==> src/rtl/pps_pkg.sv <==
package pps_pkg;

    typedef enum logic [2:0] {
        ST_OFF      = 3'd0,
        ST_RAMP     = 3'd1,
        ST_SETTLE   = 3'd2,
        ST_ON       = 3'd3,
        ST_LAMP_DN  = 3'd4,
        ST_DRV_DN   = 3'd5,
        ST_FAULT    = 3'd6
    } pps_state_e;

    typedef struct packed {
        logic supply;
        logic drive;
        logic lamp;
        logic fault;
    } pps_out_t;

    function automatic pps_out_t pps_decode(pps_state_e s);
        pps_out_t o;
        o = '0;
        case (s)
            ST_RAMP:    o.supply = 1'b1;
            ST_SETTLE:  begin o.supply = 1'b1; o.drive = 1'b1; end
            ST_ON:      begin o.supply = 1'b1; o.drive = 1'b1; o.lamp = 1'b1; end
            ST_LAMP_DN: begin o.supply = 1'b1; o.drive = 1'b1; end
            ST_DRV_DN:  o.supply = 1'b1;
            ST_FAULT:   o.fault = 1'b1;
            default:    o = '0;
        endcase
        return o;
    endfunction

    function automatic int unsigned pps_max(int unsigned a, int unsigned b);
        return (a > b) ? a : b;
    endfunction

endpackage

==> src/rtl/pps_tick_timer.sv <==
module pps_tick_timer #(
    parameter int unsigned W          = 8,
    parameter bit          START_FULL = 1'b0
) (
    input  logic         clk,
    input  logic         rst,
    input  logic         clr,
    input  logic         tick,
    input  logic [W-1:0] limit,
    output logic         done
);

    logic [W-1:0] count;

    assign done = (count >= limit);

    always_ff @(posedge clk) begin
        if (rst) begin
            count <= START_FULL ? limit : '0;
        end else if (clr) begin
            count <= '0;
        end else if (tick && !done) begin
            count <= count + 1'b1;
        end
    end

endmodule

==> src/rtl/pps_fsm.sv <==
module pps_fsm
    import pps_pkg::*;
#(
    parameter int unsigned CNT_W          = 8,
    parameter int unsigned VDD_GOOD_MAX_MS = 10,
    parameter int unsigned LAMP_DELAY_MS   = 181,
    parameter int unsigned LAMP_HOLD_MS    = 1,
    parameter int unsigned DRV_HOLD_MS     = 1
) (
    input  logic             clk,
    input  logic             rst,
    input  logic             pwr_req,
    input  logic             vdd_good,
    input  logic             phase_done,
    input  logic             recov_done,
    output logic             phase_clr,
    output logic [CNT_W-1:0] phase_limit,
    output pps_out_t         outs
);

    pps_state_e state, state_nx;

    always_comb begin
        state_nx = state;
        case (state)
            ST_OFF:
                if (pwr_req && recov_done) state_nx = ST_RAMP;
            ST_RAMP:
                if (!pwr_req)        state_nx = ST_OFF;
                else if (vdd_good)   state_nx = ST_SETTLE;
                else if (phase_done) state_nx = ST_FAULT;
            ST_SETTLE:
                if (!vdd_good)       state_nx = ST_FAULT;
                else if (!pwr_req)   state_nx = ST_DRV_DN;
                else if (phase_done) state_nx = ST_ON;
            ST_ON:
                if (!vdd_good)       state_nx = ST_FAULT;
                else if (!pwr_req)   state_nx = ST_LAMP_DN;
            ST_LAMP_DN:
                if (!vdd_good)       state_nx = ST_FAULT;
                else if (phase_done) state_nx = ST_DRV_DN;
            ST_DRV_DN:
                if (phase_done)      state_nx = ST_OFF;
            ST_FAULT:
                if (!pwr_req)        state_nx = ST_OFF;
            default:                 state_nx = ST_OFF;
        endcase
    end

    always_comb begin
        case (state)
            ST_RAMP:    phase_limit = CNT_W'(VDD_GOOD_MAX_MS);
            ST_SETTLE:  phase_limit = CNT_W'(LAMP_DELAY_MS);
            ST_LAMP_DN: phase_limit = CNT_W'(LAMP_HOLD_MS);
            ST_DRV_DN:  phase_limit = CNT_W'(DRV_HOLD_MS);
            default:    phase_limit = '0;
        endcase
    end

    assign phase_clr = (state_nx != state);
    assign outs      = pps_decode(state);

    always_ff @(posedge clk) begin
        if (rst) state <= ST_OFF;
        else     state <= state_nx;
    end

endmodule

==> src/rtl/panel_pwr_seq.sv <==
module panel_pwr_seq
    import pps_pkg::*;
#(
    parameter int unsigned VDD_GOOD_MAX_MS = 10,
    parameter int unsigned LAMP_DELAY_MS   = 181,
    parameter int unsigned OFF_RECOVER_MS  = 151,
    parameter int unsigned LAMP_HOLD_MS    = 1,
    parameter int unsigned DRV_HOLD_MS     = 1
) (
    input  logic clk,
    input  logic rst,
    input  logic ms_tick,
    input  logic pwr_req,
    input  logic vdd_good,
    output logic vdd_en,
    output logic drv_en,
    output logic lamp_en,
    output logic supply_fault
);

    localparam int unsigned LIM_MAX =
        pps_max(pps_max(VDD_GOOD_MAX_MS, LAMP_DELAY_MS),
                pps_max(OFF_RECOVER_MS, pps_max(LAMP_HOLD_MS, DRV_HOLD_MS)));
    localparam int unsigned CNT_W = $clog2(LIM_MAX + 1);

    logic             phase_clr, phase_done, recov_done;
    logic [CNT_W-1:0] phase_limit;
    pps_out_t         outs;

    pps_fsm #(
        .CNT_W           (CNT_W),
        .VDD_GOOD_MAX_MS (VDD_GOOD_MAX_MS),
        .LAMP_DELAY_MS   (LAMP_DELAY_MS),
        .LAMP_HOLD_MS    (LAMP_HOLD_MS),
        .DRV_HOLD_MS     (DRV_HOLD_MS)
    ) u_fsm (
        .clk         (clk),
        .rst         (rst),
        .pwr_req     (pwr_req),
        .vdd_good    (vdd_good),
        .phase_done  (phase_done),
        .recov_done  (recov_done),
        .phase_clr   (phase_clr),
        .phase_limit (phase_limit),
        .outs        (outs)
    );

    pps_tick_timer #(.W(CNT_W), .START_FULL(1'b0)) u_phase_tmr (
        .clk   (clk),
        .rst   (rst),
        .clr   (phase_clr),
        .tick  (ms_tick),
        .limit (phase_limit),
        .done  (phase_done)
    );

    pps_tick_timer #(.W(CNT_W), .START_FULL(1'b1)) u_recov_tmr (
        .clk   (clk),
        .rst   (rst),
        .clr   (outs.supply),
        .tick  (ms_tick),
        .limit (CNT_W'(OFF_RECOVER_MS)),
        .done  (recov_done)
    );

    assign vdd_en       = outs.supply;
    assign drv_en       = outs.drive;
    assign lamp_en      = outs.lamp;
    assign supply_fault = outs.fault;

endmodule

==> config.mk <==
export PLATFORM = sky130hd
export DESIGN_NAME = panel_pwr_seq
export DESIGN_NICKNAME = d
export VERILOG_FILES = /design/src/rtl/pps_pkg.sv /design/src/rtl/pps_tick_timer.sv /design/src/rtl/pps_fsm.sv /design/src/rtl/panel_pwr_seq.sv
export SDC_FILE = /design/constraint.sdc
export NUM_CORES = 1
export LEC_CHECK = 0
export ABC_CLOCK_PERIOD_IN_PS = 2740
export CORE_MARGIN = 8
export CORE_UTILIZATION = 31
export CTS_CLUSTER_DIAMETER = 120
export CTS_CLUSTER_SIZE = 14
export DETAILED_ROUTE_END_ITERATION = 16
export PLACE_DENSITY = 0.53
export SLEW_MARGIN = 20
export SYNTH_ARGS = -nofsm -noshare
export SYNTH_HDL_FRONTEND = slang
export SYNTH_SLANG_ARGS = --single-unit
==> constraint.sdc <==
create_clock -name clk -period 2.74 [get_ports clk]
set_input_delay 0.274 -clock clk [delete_from_list [all_inputs] [get_ports clk]]
set_output_delay 0.274 -clock clk [all_outputs]
set_load 0.005 [all_outputs]
==> impl_metrics.toml, run 1 <==
[critical_path]
worstPathArrival_ns = 2.79
crit_type = "flop to flop"
critPathLaunch = "u_fsm.state[1]"
worstPathMaxFanout = 8
regToRegSetupSlack_ns = 0.14
crit_end = "u_phase_tmr.count[0]"
r2r-end = "u_phase_tmr.count[0]"
cp-end-kind = "flop"
startpoint_type = "flop"
cp.required_ns = 2.93
rr_worst_depth = 9
r2r_start = "u_fsm.state[1]"

[drt]
vias = 1219
dr.first_iter.drc_count = 76
via_per_inst = 5.23
routed_wirelength_um = 3200
routedWlPerCell_um = 13.7
firstDrtPassIters = 4
ant_nets = 0
drcViolationCount = 0

[floorplan]
coreArea_um2 = 4260
die_h_um = 81.8
pin_count = 9
start_util = 0.315
num_rows = 24
die-area_um2 = 6690
die_w_um = 81.8

[power_and_ir_drop]
p_leak_nw = 0.618
ir_drop_mv = 0.359
power_density_nw_per_um2 = 1120
p_total_mw = 1.77

[sta]
finalClockSkew_ns = 0.00449
tns_ns = 0
layout_min_cycle_time_ns = 2.60
hold_viol_final = 0
worst_pin_slew_ns = 0.432
max_freq_ghz = 0.385
setup_violations = 0
period_share = 0.947
maxSlewHeadroom = 0.709
rsz0062_at_grt = "no"
final-max-slew-violation-count = 0

[global_route]
grt_pass1_wl_um = 5400
grt_pass1_vias = 1170
grt_start_max_net_pins = 15
grt_usage = 0.102
antenna_found_initial = 0
overflow = 0

[clock_tree]
insertion_delay_ns = 0.25
cts_hold_buf = 0
cts_sinks = 19
cts_buffers = 3
cts_tree = "yes"
clk_pin_slew_worst_paths_ns = 0.07
clk_path_buf_depth = 2
cts-root-buf = "clkbuf_8"
h-tree-depth = 1

[synth]
ys_types = 42
syn_nets = 181
syn_area_per_cell_um2 = 8.03
synth_seq_cells = 19
synth_area_um2 = 1340
yosysWarningCount = 0
syn_inst = 167
ys_seq_area_frac = 0.284

[finish]
final_util = 0.371
synthToLayoutAreaGrowth_pct = 18.1
fillerInstances = 453
final_cell_mix = "20 x nand2_1, 19 x nor2_1, 19 x dfxtp_1"
layout-drive-gt1-share = 0.110
final_cells = 233
layout_commonest_cell = "nand2_1"
seqCellArea_um2 = 380
antenna_cells = 0
fin_nets = 196
multi_input_area_um2 = 938

[placed_design]
place.gp.congestion = 0.833
hpwl_um = 2460
place_inst = 229
portBuffers = 8

[outcome]
outcome = "finished, final reports clean"

[worst_hold_path]
hold_path_startpoint = "u_recov_tmr.count[7]"
worstHoldPathType = "flop to flop"
whs_path_depth = 2

[run]
maxCapViolations = 0
repair_timing:
action / 4_1_cts / 5_1_grt
resized for setup: 0 / 5
setup buffers: 0 / 0
endpoints found under the setup margin: 0 / 8
metal layers:
| metal | vias to the layer above | GRT usage | part of all wire |
|---|---|---|---|
| met2 | 21 | 0.165 | 0.46 |
| met1 | 559 | 0.126 | 0.49 |
| met5 | - | 0 | 0 |
| met4 | 0 | 0.0368 | 0.012 |
| met3 | 4 | 0.0274 | 0.039 |
| li1 | 635 | - | - |
worst min path at each step:
stage	endpoint	slack, ns
final	u_recov_tmr.count[7]	0.53
after global routing	u_recov_tmr.count[7]	0.60
after CTS	u_recov_tmr.count[7]	0.53
after detailed placement	u_recov_tmr.count[7]	0.52
after global placement	u_recov_tmr.count[7]	0.51
after floorplan	u_fsm.state[1]	0.47
cell type report:
class | count | share of cell area
inverters | 4 | 0.00948
well taps | 52 | 0.0411
multi-input cells | 138 | 0.592
repair buffers | 16 | 0.0885
clock buffers | 4 | 0.0284
flip-flops and latches | 19 | 0.240
stage by stage:
stage                     area, um2  worst slack, ns  hold slack (ns)
after CTS                      1570          0.00935            0.534
final                          1580            0.144            0.529
after floorplan                1340           0.0494            0.474
after global placement         1520           0.0850            0.509
after detailed placement       1520          0.00681            0.516
after global routing           1580           0.0270            0.596
power breakdown:
| group | internal [mW] | switching [mW] |
|---|---|---|
| clock | 0.103 | 0.0897 |
| combinational | 0.478 | 0.696 |
| sequential | 0.345 | 0.0564 |
| total | 0.926 | 0.842 |
cells by family after synthesis:
kind of cell | after synthesis | synth area share
muxes | 2 | 0.0149
xor gates and xnor gates | 14 | 0.0914
DFF | 19 | 0.284
and+or+nand+nor | 80 | 0.314
AOI/OAI and AO/OA | 33 | 0.183
adders and majority gates | 9 | 0.0840
buffers and inverters | 10 | 0.0289
worst max-delay path, stage by stage (launching register included):
cell and delay [ns]:
dfxtp_1 0.33, nor2b_1 0.19, nand2_1 0.19, ha_1 0.33, a211o_1 0.35, a2111oi_0 0.45
nor4_1 0.11, a211oi_2 0.23, nand4_4 0.19, nor2_1 0.15
registers in the layout, indices dropped and copies added, names as in the netlist:
register / cells
u_phase_tmr.count: 8
u_recov_tmr.count: 8
u_fsm.state: 3
cell usage after synthesis, drive strengths merged:
| library cell | instances | area, um2 |
|---|---|---|
| nand2 | 20 | 75.1 |
| nand4b | 2 | 17.5 |
| buf | 2 | 8.75 |
| o21ai | 3 | 15.0 |
| o211ai | 3 | 27.5 |
| nor2b | 4 | 25.0 |
| nand3 | 3 | 15.0 |
| nor4 | 2 | 12.5 |
| mux2i | 2 | 20.0 |
| o31ai | 2 | 15.0 |
| and3 | 4 | 25.0 |
| and4 | 1 | 8.76 |
| a21oi | 6 | 37.5 |
| a31oi | 4 | 25.0 |
| clkbuf | 4 | 15.0 |
| and2 | 1 | 6.26 |
| nor3 | 6 | 30.0 |
| o21bai | 5 | 37.5 |
| nor2 | 19 | 71.3 |
| dfxtp | 19 | 380 |
| nand4 | 7 | 58.8 |
| nor3b | 1 | 7.51 |
| or3b | 2 | 17.5 |
| ha | 9 | 113 |
| a211o | 2 | 17.5 |
| xnor2 | 4 | 35.0 |
| o311ai | 1 | 8.76 |
| xor2 | 10 | 87.6 |
| or4 | 1 | 7.51 |
| or3 | 3 | 18.8 |
| a211oi | 1 | 12.5 |
| a221oi | 1 | 8.76 |
| a21o | 2 | 15.0 |
| a2111oi | 2 | 17.5 |
| nand2b | 4 | 25.0 |
| a22oi | 1 | 7.51 |
| inv | 4 | 15.0 |
(Power assumes the default switching activity.)
==> run 2, diff against run 1 <==
--- a/config.mk
+++ b/config.mk
@@ -12,7 +12,6 @@
 export CTS_CLUSTER_SIZE = 14
 export DETAILED_ROUTE_END_ITERATION = 16
 export PLACE_DENSITY = 0.53
-export SLEW_MARGIN = 20
 export SYNTH_ARGS = -nofsm -noshare
 export SYNTH_HDL_FRONTEND = slang
 export SYNTH_SLANG_ARGS = --single-unit
==> results of run 2 <==
Final layout, timing and power as in run 1 (identical DEF).
==> run 3, diff against run 2 <==
--- a/config.mk
+++ b/config.mk
@@ -5,7 +5,7 @@
 export SDC_FILE = /design/constraint.sdc
 export NUM_CORES = 1
 export LEC_CHECK = 0
-export ABC_CLOCK_PERIOD_IN_PS = 2740
+export ABC_CLOCK_PERIOD_IN_PS = 2220
 export CORE_MARGIN = 8
 export CORE_UTILIZATION = 31
 export CTS_CLUSTER_DIAMETER = 120
==> constraint.sdc (replaced) <==
create_clock -name clk -period 2.22 [get_ports clk]
set_input_delay 0.222 -clock clk [delete_from_list [all_inputs] [get_ports clk]]
set_output_delay 0.222 -clock clk [all_outputs]
set_load 0.01 [all_outputs]
==> run 3 against run 2 <==
Net effect:
- the flow now finishes with violations (negative setup slack)
- clock-buffer cell count is the same
- routed wire length grew 17%
- die area is the same
- critical endpoint is now u_phase_tmr.count[5]
- largest cell class unchanged
- largest power group unchanged
==> impl_metrics.toml, run 3 (synthesis results as in run 1) <==
[clock_tree]
h-tree-depth = 1
cts_tree = "yes"
cts_sinks = 19
clk_path_buf_depth = 2
cts-root-buf = "clkbuf_8"
insertion_delay_ns = 0.25
clk_pin_slew_worst_paths_ns = 0.07
cts_buffers = 3

[finish]
fin_nets = 220
fillerInstances = 437
seqCellArea_um2 = 385
multi_input_area_um2 = 1120
layout_commonest_cell = "buf_4"
final_cell_mix = "28 x buf_4, 17 x nand2_1, 17 x nor2_1, 17 x dfxtp_1, 10 x xor2_1"
antenna_cells = 0
synthToLayoutAreaGrowth_pct = 46.3
final_cells = 257
reg_top3 = "u_phase_tmr.count: 8 flops, u_recov_tmr.count: 8 flops, u_fsm.state: 3 flops"
layout-drive-gt1-share = 0.317

[global_route]
antenna_found_initial = 0
busiest_layer = "met2"
overflow = 0
use_met3 = 0.0197
grt_pass1_wl_um = 6040
use_met2 = 0.200
grt_usage = 0.113
grt_start_max_net_pins = 16
grt.met1_usage = 0.134
grt_pass1_vias = 1336

[outcome]
outcome = "finished, violations left"
violations = "negative setup slack"

[drt]
drcViolationCount = 0
vias = 1395
firstDrtPassIters = 5
via_per_inst = 5.43
ant_nets = 0
dr.first_iter.drc_count = 121
routedWlPerCell_um = 14.5
routed_wirelength_um = 3740

[sta]
max_freq_ghz = 0.414
worst_slack_ns = -0.195
layout_min_cycle_time_ns = 2.41
finalClockSkew_ns = 0.00141
period_share = 1.09
hold_ws_ns = 0.541
final-max-slew-violation-count = 0
hold_viol_final = 0
maxSlewHeadroom = 0.763
rsz0062_at_grt = "yes"
worst_pin_slew_ns = 0.352
setup_violations = 9

[power_and_ir_drop]
ir_drop_mv = 0.502
p_leak_nw = 0.764
power_density_nw_per_um2 = 1490
power_frac_seq = 0.178
p_switching_mw = 1.26
p_comb_frac = 0.737
internal_power_mw = 1.66
p_clk_frac = 0.085
switching_share = 0.430

[critical_path]
worstPathMaxFanout = 8
cp.required_ns = 2.41
rr_worst_depth = 10
startpoint_type = "flop"
r2r-end = "u_phase_tmr.count[5]"
r2r_start = "u_fsm.state[1]"
regToRegSetupSlack_ns = -0.19
worstPathArrival_ns = 2.61
crit_type = "flop to flop"
cp-end-kind = "flop"

[floorplan]
num_rows = 24
start_util = 0.315
pin_count = 9
die_h_um = 81.8
die-area_um2 = 6690
die_w_um = 81.8
coreArea_um2 = 4260

[worst_hold_path]
holdPathEnd = "u_recov_tmr.count[7]"
hold_path_startpoint = "u_recov_tmr.count[7]"
worstHoldPathType = "flop to flop"
whs_path_depth = 2

[placed_design]
place.gp.congestion = 0.804
hpwl_um = 2690
portBuffers = 8
post-place-ws_ns = -0.407
place_inst = 249

[run]
maxCapViolations = 0
[run 3: cell count changes in the layout (fill, tap and decap cells not counted), sizes merged]
cell / before / now
buf: 8 / 32
[run 3: timing repair]
action / CTS / global route
setup endpoints to repair: 10 / 11
hold endpoints to repair: 0 / 0
pin swaps: 10 / 6
hold buffers: 0 / 0
buffers inserted: 2 / 3
cloned: 0 / 0
resized for setup: 18 / 21
[run 3: through the flow]
| step | area, um2 | setup TNS [ns] | util | power [mW] |
|---|---|---|---|---|
| floorplan | 1370 | -2.90 | - | 1.56 |
| global placement | 1670 | -1.32 | 0.393 | 2.20 |
| detailed placement | 1670 | -3.28 | 0.393 | 2.23 |
| CTS | 1820 | -1.38 | 0.428 | 2.59 |
| global route | 1960 | -2.58 | 0.460 | 3.15 |
| finish | 1960 | -1.60 | 0.460 | 2.92 |
[run 3: layer usage]
layer	up-vias	part of all wire
li1	684	-
met1	667	0.43
met3	8	0.047
met5	-	0
met2	36	0.50
met4	0	0.019
[run 3: power by group through the flow]
stage / Clock (mW) / Combinational, mW / Sequential, mW
6_report: 0.247 / 2.15 / 0.521
5_1_grt: 0.274 / 2.34 / 0.533
4_1_cts: 0.255 / 1.83 / 0.508
3_5_place_dp: 0 / 1.72 / 0.509
3_3_place_gp: 0 / 1.69 / 0.507
2_1_floorplan: 0 / 1.06 / 0.495
[run 3: layout make-up]
type	instances	area share
Inverter	4	0.00765
Sequential cell	19	0.196
Multi-Input combinational cell	138	0.569
Timing Repair Buffer	40	0.171
Clock buffer	4	0.0230
Tap cell	52	0.0332
[run 3: worst max path at each step]
stage,start,to,slack (ns),cells past startpoint
after floorplan,u_fsm.state[2],u_phase_tmr.count[0],-0.33,11
after global placement,u_fsm.state[1],u_phase_tmr.count[3],-0.16,9
after detailed placement,u_fsm.state[1],u_phase_tmr.count[3],-0.41,9
after CTS,u_fsm.state[1],u_phase_tmr.count[1],-0.18,10
after global routing,u_fsm.state[1],u_phase_tmr.count[4],-0.30,10
final,u_fsm.state[1],u_phase_tmr.count[5],-0.19,10
[run 3: worst max-delay path: stages (launching register included)]
cell and delay, ns:
dfxtp_2 0.35, nor2b_4 0.15, nand2_2 0.09, buf_6 0.14, ha_4 0.15, a211o_4 0.39, a21oi_4 0.17, or3b_4 0.40
o211ai_2 0.18, nand4_4 0.18, nor2_1 0.14
